File: config.mk
export PLATFORM = sky130hd
export DESIGN_NAME = pp_pwm_ctrl
export DESIGN_NICKNAME = d
export VERILOG_FILES = /design/src/rtl/pwm_pkg.sv /design/src/rtl/pwm_ramp.sv /design/src/rtl/pwm_steer.sv /design/src/rtl/pwm_gate.sv /design/src/rtl/pp_pwm_ctrl.sv
export SDC_FILE = /design/constraint.sdc
export NUM_CORES = 1
export LEC_CHECK = 0
export BUFFER_PORTS_ARGS = -buffer_cell sky130_fd_sc_hd__buf_4
export CAP_MARGIN = 30
export CELL_PAD_IN_SITES_DETAIL_PLACEMENT = 0
export CELL_PAD_IN_SITES_GLOBAL_PLACEMENT = 1
export CORE_ASPECT_RATIO = 0.6
export CORE_MARGIN = 8
export CORE_UTILIZATION = 38
export DETAILED_ROUTE_END_ITERATION = 10
export PLACE_DENSITY = 0.86
export SLEW_MARGIN = 20
export SYNTH_ARGS = -nofsm -noshare
export SYNTH_HDL_FRONTEND = slang
export SYNTH_SLANG_ARGS = --single-unit
File: constraint.sdc
create_clock -name clk -period 1.58 [get_ports clk]
set_input_delay 0.237 -clock clk [delete_from_list [all_inputs] [get_ports clk]]
set_output_delay 0.237 -clock clk [all_outputs]
set_load 0.005 [all_outputs]
File: src/rtl/pwm_pkg.sv
package pwm_pkg;
  typedef enum logic {LEG_A = 1'b0, LEG_B = 1'b1} leg_e;
  localparam int unsigned NUM_LEGS = 2;
endpackage

File: src/rtl/pwm_ramp.sv
module pwm_ramp #(
  parameter int unsigned CNT_W = 8
) (
  input  logic             clk,
  input  logic             rst_n,
  input  logic [CNT_W-1:0] period_cfg,
  input  logic [CNT_W-1:0] blank_cfg,
  input  logic             sync_in,
  output logic [CNT_W-1:0] cnt,
  output logic             wrap,
  output logic             blank
);
  localparam logic [CNT_W-1:0] ONE = {{(CNT_W-1){1'b0}}, 1'b1};

  logic [CNT_W-1:0] cnt_q, cnt_d;
  logic             at_end;

  always_comb begin
    at_end = (cnt_q >= (period_cfg - ONE));
    wrap   = sync_in || at_end;
    cnt_d  = wrap ? '0 : (cnt_q + ONE);
  end

  always_ff @(posedge clk or negedge rst_n) begin
    if (!rst_n) cnt_q <= '0;
    else        cnt_q <= cnt_d;
  end

  assign cnt   = cnt_q;
  assign blank = (cnt_q == '0) || (cnt_q < blank_cfg);
endmodule

File: src/rtl/pwm_steer.sv
module pwm_steer
  import pwm_pkg::*;
(
  input  logic clk,
  input  logic rst_n,
  input  logic wrap,
  output leg_e leg
);
  leg_e leg_q, leg_d;

  always_comb begin
    leg_d = leg_q;
    if (wrap) leg_d = (leg_q == LEG_A) ? LEG_B : LEG_A;
  end

  always_ff @(posedge clk or negedge rst_n) begin
    if (!rst_n) leg_q <= LEG_A;
    else        leg_q <= leg_d;
  end

  assign leg = leg_q;
endmodule

File: src/rtl/pwm_gate.sv
module pwm_gate
  import pwm_pkg::*;
#(
  parameter int unsigned CNT_W = 8
) (
  input  logic             clk,
  input  logic             rst_n,
  input  logic             wrap,
  input  logic [CNT_W-1:0] cnt,
  input  logic             blank,
  input  logic [CNT_W-1:0] duty_cmd,
  input  leg_e             leg,
  input  logic             shutdown,
  input  logic             ilim_trip,
  output logic [NUM_LEGS-1:0] drv
);
  logic [CNT_W-1:0] duty_q, duty_d;
  logic             trip_q, trip_d;
  logic             on_c;

  always_comb begin
    duty_d = wrap ? duty_cmd : duty_q;
    trip_d = wrap ? 1'b0 : (trip_q | ilim_trip);
  end

  always_ff @(posedge clk or negedge rst_n) begin
    if (!rst_n) begin
      duty_q <= '0;
      trip_q <= 1'b0;
    end else begin
      duty_q <= duty_d;
      trip_q <= trip_d;
    end
  end

  assign on_c = !shutdown && !ilim_trip && !trip_q && !blank && (cnt < duty_q);

  for (genvar g = 0; g < NUM_LEGS; g++) begin : g_leg
    assign drv[g] = on_c && (leg == ((g == 0) ? LEG_A : LEG_B));
  end
endmodule

File: src/rtl/pp_pwm_ctrl.sv
module pp_pwm_ctrl
  import pwm_pkg::*;
#(
  parameter int unsigned CNT_W = 8
) (
  input  logic             clk,
  input  logic             rst_n,
  input  logic [CNT_W-1:0] duty_cmd,
  input  logic [CNT_W-1:0] period_cfg,
  input  logic [CNT_W-1:0] blank_cfg,
  input  logic             shutdown,
  input  logic             ilim_trip,
  input  logic             sync_in,
  output logic             drv_a,
  output logic             drv_b,
  output logic             sync_out
);
  logic [1:0]          rst_q;
  logic                rst_int_n;
  logic [CNT_W-1:0]    cnt;
  logic                wrap, blank;
  leg_e                leg;
  logic [NUM_LEGS-1:0] drv;

  always_ff @(posedge clk or negedge rst_n) begin
    if (!rst_n) rst_q <= 2'b00;
    else        rst_q <= {rst_q[0], 1'b1};
  end
  assign rst_int_n = rst_q[1];

  pwm_ramp #(.CNT_W(CNT_W)) u_ramp (
    .clk(clk), .rst_n(rst_int_n), .period_cfg(period_cfg), .blank_cfg(blank_cfg),
    .sync_in(sync_in), .cnt(cnt), .wrap(wrap), .blank(blank)
  );

  pwm_steer u_steer (
    .clk(clk), .rst_n(rst_int_n), .wrap(wrap), .leg(leg)
  );

  pwm_gate #(.CNT_W(CNT_W)) u_gate (
    .clk(clk), .rst_n(rst_int_n), .wrap(wrap), .cnt(cnt), .blank(blank),
    .duty_cmd(duty_cmd), .leg(leg), .shutdown(shutdown), .ilim_trip(ilim_trip),
    .drv(drv)
  );

  assign drv_a    = drv[0];
  assign drv_b    = drv[1];
  assign sync_out = blank;
endmodule

After elaboration in Yosys (flattened, before gate mapping)
Index checks and enable logic that the tools add are counted.
{"block": "word_totals", "regBits": 20, "elab_cells": 28}
{"block": "classes", "addsub": 2, "order_cmp": 3, "mux": 3, "bitwise": 2, "n_reduce_logical": 13}
{"operator": "$lt 8x8->1", "n": 2}
{"operator": "$add 8x1->8 const B", "n": 1}
{"operator": "$ge 8x8->1", "n": 1}
{"operator": "$logic_not 8->1", "n": 1}
{"operator": "$mux 8", "n": 1}
{"operator": "$sub 8x1->8 const B", "n": 1}
{"operator": "$logic_and 1x1->1", "n": 6}
{"operator": "$logic_not 1->1", "n": 4}
{"operator": "$logic_or 1x1->1", "n": 2}
{"operator": "$mux 1", "n": 2}
{"operator": "$not 1->1", "n": 1}
{"operator": "$or 1x1->1", "n": 1}

Longest topological paths before layout
{"block": "depth", "depth_word": 6, "depth_mapped": 12, "mapped_depth_nobuf": 10}

Modules after synthesis
Synthesis repeated with hierarchy kept, for this count alone.
{"block": "unflattened", "cells_unflattened": 158, "hier_area_um2": 1423.9}
{"module": "pwm_ramp", "n_inst": 1, "cells_per_inst": 97, "area_each_um2": 827.0}
{"module": "pwm_gate", "n_inst": 1, "cells_per_inst": 56, "area_each_um2": 509.2}
{"module": "pp_pwm_ctrl", "n_inst": 1, "cells_per_inst": 3, "area_each_um2": 53.8}
{"module": "pwm_steer", "n_inst": 1, "cells_per_inst": 2, "area_each_um2": 33.8}

Least setup slack after synthesis
No wires, ideal clock.
{"block": "synth_path", "kind": "input to register", "startpoint": "input period_cfg[2]", "endpoint": "register u_steer.leg_q (netlist: u_steer.leg)", "setup_ns": 0.130, "t_arrival_ns": 1.995, "required_ns": 1.450, "path_slack_ns": -0.545, "cell_stages": 10, "path_cell_list": "nor2_1 nand3_1 nor4_1 xnor2_1 ha_1 a211o_1 buf_6 buf_2 o31ai_1 nor3_1"}
{"block": "synth_via", "elab_chain_cells": 3}
{"item": "start, declared", "line_no": "pp_pwm_ctrl.sv:9", "text": "input logic [CNT_W-1:0] period_cfg,"}
{"item": "$sub 8x1->8", "line_no": "pwm_ramp.sv:19", "text": "at_end = (cnt_q >= (period_cfg - ONE));"}
{"item": "$ge 8x8->1", "line_no": "pwm_ramp.sv:19"}
{"item": "$logic_or 1x1->1", "line_no": "pwm_ramp.sv:20", "text": "wrap = sync_in || at_end;"}
{"item": "end signal, assigned", "line_no": "pwm_steer.sv:18", "text": "else leg_q <= leg_d;"}
{"item": "end, declared", "line_no": "pwm_steer.sv:9", "text": "leg_e leg_q, leg_d;"}
No other way between the ends.
A chain may end at the register's enable or synchronous reset.

Final worst setup path
{"block": "layout_path", "startpoint": "register u_ramp.cnt_q[1] (netlist: u_ramp.cnt[1])", "endpoint": "output drv_b"}
{"block": "layout_via", "elab_chain_cells": 6}
{"item": "start, declared", "line_no": "pwm_ramp.sv:15", "text": "logic [CNT_W-1:0] cnt_q, cnt_d;"}
{"item": "start signal, assigned", "line_no": "pwm_ramp.sv:26", "text": "else cnt_q <= cnt_d;"}
{"item": "$lt 8x8->1 / $logic_not 8->1 (equally long branches)", "line_no": "pwm_ramp.sv:30", "text": "assign blank = (cnt_q == '0) || (cnt_q < blank_cfg);"}
{"item": "$logic_or 1x1->1", "line_no": "pwm_ramp.sv:30"}
{"item": "$logic_not 1->1", "line_no": "pwm_gate.sv:36", "text": "assign on_c = !shutdown && !ilim_trip && !trip_q && !blank && (cnt < duty_q);"}
{"item": "$logic_and 1x1->1", "line_no": "pwm_gate.sv:36"}
{"item": "$logic_and 1x1->1 *", "line_no": "pwm_gate.sv:36"}
{"item": "$logic_and 1x1->1 *", "line_no": "pwm_gate.sv:39", "text": "assign drv[g] = on_c && (leg == ((g == 0) ? LEG_A : LEG_B));"}
{"item": "end, declared", "line_no": "pp_pwm_ctrl.sv:15", "text": "output logic drv_b,"}
Every way passes the cells marked *; elsewhere a longest branch is shown, timed or not.

==> results by group <==
Worst setup path
  – Cells along the critical path: buf_6 -> inv_4 -> ha_4 -> nor4b_4 -> a21oi_2 -> a32oi_4 -> nor4b_2 -> buf_4
  – CP Max Fanout: 4
  – R2R Path Start: u_ramp.cnt[1]$_DFF_PN0_
  – Startpoint types: flip-flop
  – Slowest cell on crit path: dfrtp_2
  – Crit-path leading delay family: flip-flops
  – R2R setup slack: -0.41 ns
  – Crit. End Element: primary output
  – Worst Setup SP: u_ramp.cnt[1]$_DFF_PN0_
  – Worst path required time: 1.34 ns
  – CP peak stage delay: 0.45 ns
  – FF-to-FF path depth: 8
  – Critical path class: flip-flop to primary output
  – Worst reg2reg path endpoint: u_steer.leg$_DFFE_PN0P_
  – Arr. time, crit path: 1.90 ns
  – Crit path buffers/inverters: 3

Finish
  – Number of inserted diodes: 0
  – Fin util: 0.660
  – Finished Layout Cells: 358
  – Commonest non-fill, non-tap cell in the layout: buf_4
  – Share of cells above drive strength 1: 0.529
  – Final net count: 350
  – Most frequent cells in the layout: buf_4 (77), nand3_1 (23), inv_1 (17), nand2_1 (14), dfrtp_1 (14)
  – Finished Cell Area: 3040 µm²
  – Area grow syn2layout: 65.9%

Pwr
  – PD cells: a little over 600 nW/µm²
  – VDD IR max: 0.000320 V
  – Seq pwr share: 0.349
  – Switching Share: 0.352
  – Overall power: 1.84 mW
  – Clock group share of total power: 0.187
  – Leak Pwr: 1.37 nW
  – Combinational group share of total power: 0.463
  – Internal: between 1 and 1.5 mW
  – Switching power: 0.649 mW

Clock network
  – H-tree depth: 1
  – Clock net sink count: 20
  – Clk_lat worst skew: 0.26 ns
  – Longest Clk Path Bufs: 2
  – Clock transition at path regs: 0.07 ns
  – CTS tree: built
  – CTS Buf Count: 3
  – Clock root buffer: clkbuf_8

Yosys
  – Register area share after synthesis: 0.273
  – Seq cells post-synth: 20
  – Cells after synthesis: 208
  – Mapped Area: 1830 µm²
  – Asr flop ratio synth: 1.00
  – Ys Warns: 0
  – Commonest register cell after synthesis: dfrtp_1
  – Distinct cells, synth: 39
  – EDFF count, synth: 0
  – Mapped Avg Cell Area: between 8 and 9 µm²
  – Post-Syn Nets: 262

Place
  – Dpl cells: 335
  – Port bufs: 31
  – Post-DP Area: between 2000 and 2500 µm²
  – Gpl congestion: 0.882
  – Dpl ws: -0.595 ns
  – DP Wirelength: 4080 µm

Global route
  – First-pass GRT wire length: 10,100 µm
  – Vias in the first global route: 2,057
  – GRT Total Usage: 0.166
  – GRT overflow: 0
  – Initial antenna violation count: 0
  – Largest net degree at the start of global routing: 21

Timing
  – Fin Hold WS: 0.139 ns
  – Final setup vio count: 21
  – Max Clock Skew: 0.00250 ns
  – RSZ-0062 raised after global routing: true
  – Final min period: 2.14 ns
  – Final hold vios: 0
  – Max-slew violation count: 0
  – Setup TNS Final: -8.03 ns
  – Fin crit share: 1.35
  – Final setup margin: -0.557 ns
  – Fmax: 468 MHz

Route
  – Vias: a little over 2,000
  – DRC Markers: 0
  – Drt wl/cell: around 18 µm
  – ANT nets after route: 0
  – DR pass1 iterations: 4
  – Routed Wire Length: 6440 µm
  – DRT iter0 DRCs: 158
  – Vias/cell: approximately 5.6

Floorplan
  – Num rows: 19
  – DIE AREA: 7380 µm²
  – Die Width: between 100 and 150 µm
  – Core area: between 4000 and 5000 µm²
  – Die H: 69.8 µm
  – Initial Utilization: 0.397
  – # IOs: 32

Run status
  – Failing checks: setup timing
  – Status: finished with violations

Worst hold path
  – HP Class: flip-flop to asynchronous set/reset pin

Run
  – Max Cap Violations: 0
==> registers in the layout, summed over array words and instances (netlist names) <==
name / cells
rst_q: 2
u_gate.duty_q: 8
u_gate.trip_q: 1
u_ramp.cnt: 8
u_steer.leg: 1
==> layout make-up <==
class                           instances  area (µm²)
Timing Repair Buffer                   91         743
Fill cell                             375        1570
Clock buffer                            4        45.0
Multi-Input combinational cell        159        1590
Inverter                               21        81.3
Sequential cell                        20         508
Tap cell                               63        78.8
==> power by group through the flow <==
stage                     Combinational [mW]  Sequential, mW  Clock (mW)
final                                  0.855           0.644       0.346
after global routing                   0.926           0.655       0.360
after detailed placement               0.607           0.644           0
after floorplan                        0.337           0.636           0
after global placement                 0.597           0.643           0
after CTS                              0.762           0.635       0.345
==> routing by layer <==
| metal | vias up | track usage | share of wire |
|---|---|---|---|
| li1 | 959 | - | - |
| met1 | 967 | 0.225 | 0.45 |
| met2 | 80 | 0.264 | 0.47 |
| met3 | 12 | 0.0325 | 0.066 |
| met4 | 0 | 0.0357 | 0.013 |
| met5 | - | 0 | 0 |
==> logic make-up after synthesis <==
| kind of cell | count (synthesis) | share of synthesized area |
|---|---|---|
| muxes | 1 | 0.00546 |
| buffers and inverters | 30 | 0.0799 |
| xor gates and xnor gates | 12 | 0.0573 |
| AOI/OAI and AO/OA | 38 | 0.177 |
| DFF | 20 | 0.273 |
| other | 1 | 0.00205 |
| adders and majority gates | 25 | 0.171 |
| and+or+nand+nor | 81 | 0.235 |
==> how the worst max path moves through the flow <==
| stage | endpoint | slack, ns | cells after the start |
|---|---|---|---|
| finish | drv_b | -0.56 | 8 |
| global placement | u_steer.leg$_DFFE_PN0P_ | -0.55 | 10 |
| global route | drv_b | -0.60 | 8 |
| floorplan | u_steer.leg$_DFFE_PN0P_ | -0.44 | 10 |
| CTS | drv_a | -0.54 | 5 |
| detailed placement | u_gate.trip_q$_DFF_PN0_ | -0.60 | 11 |
==> worst reg2reg max path: stages, from the launching register on <==
cell       delay [ns]
dfrtp_2          0.45
buf_6            0.15
buf_4            0.14
ha_4             0.15
or3b_4           0.43
o2111ai_4        0.14
buf_6            0.18
a211oi_2         0.07
nor3_1           0.19
==> what timing repair did <==
| item | CTS | global route |
|---|---|---|
| hold buffers | 1 | 0 |
| cloned | 2 | 0 |
| resized for setup | 55 | 28 |
| setup endpoints to repair | 21 | 21 |
| setup buffers | 11 | 7 |
| hold endpoints to repair | 2 | 0 |
| pin swaps | 32 | 15 |
==> cells in the mapped netlist, types with 6 or more instances <==
master | instances | area, µm²
nor3_1 | 12 | 60.1
dfrtp_1 | 20 | 500
xor2_1 | 6 | 52.6
nand3_1 | 24 | 120
o21ai_0 | 6 | 30.0
inv_1 | 21 | 78.8
ha_1 | 25 | 313
nand2_1 | 15 | 56.3
nand4_1 | 9 | 56.3
o311a_1 | 8 | 80.1
xnor2_1 | 6 | 52.6
o2111ai_1 | 8 | 70.1
Note: power is estimated with default switching activity, not from simulation.
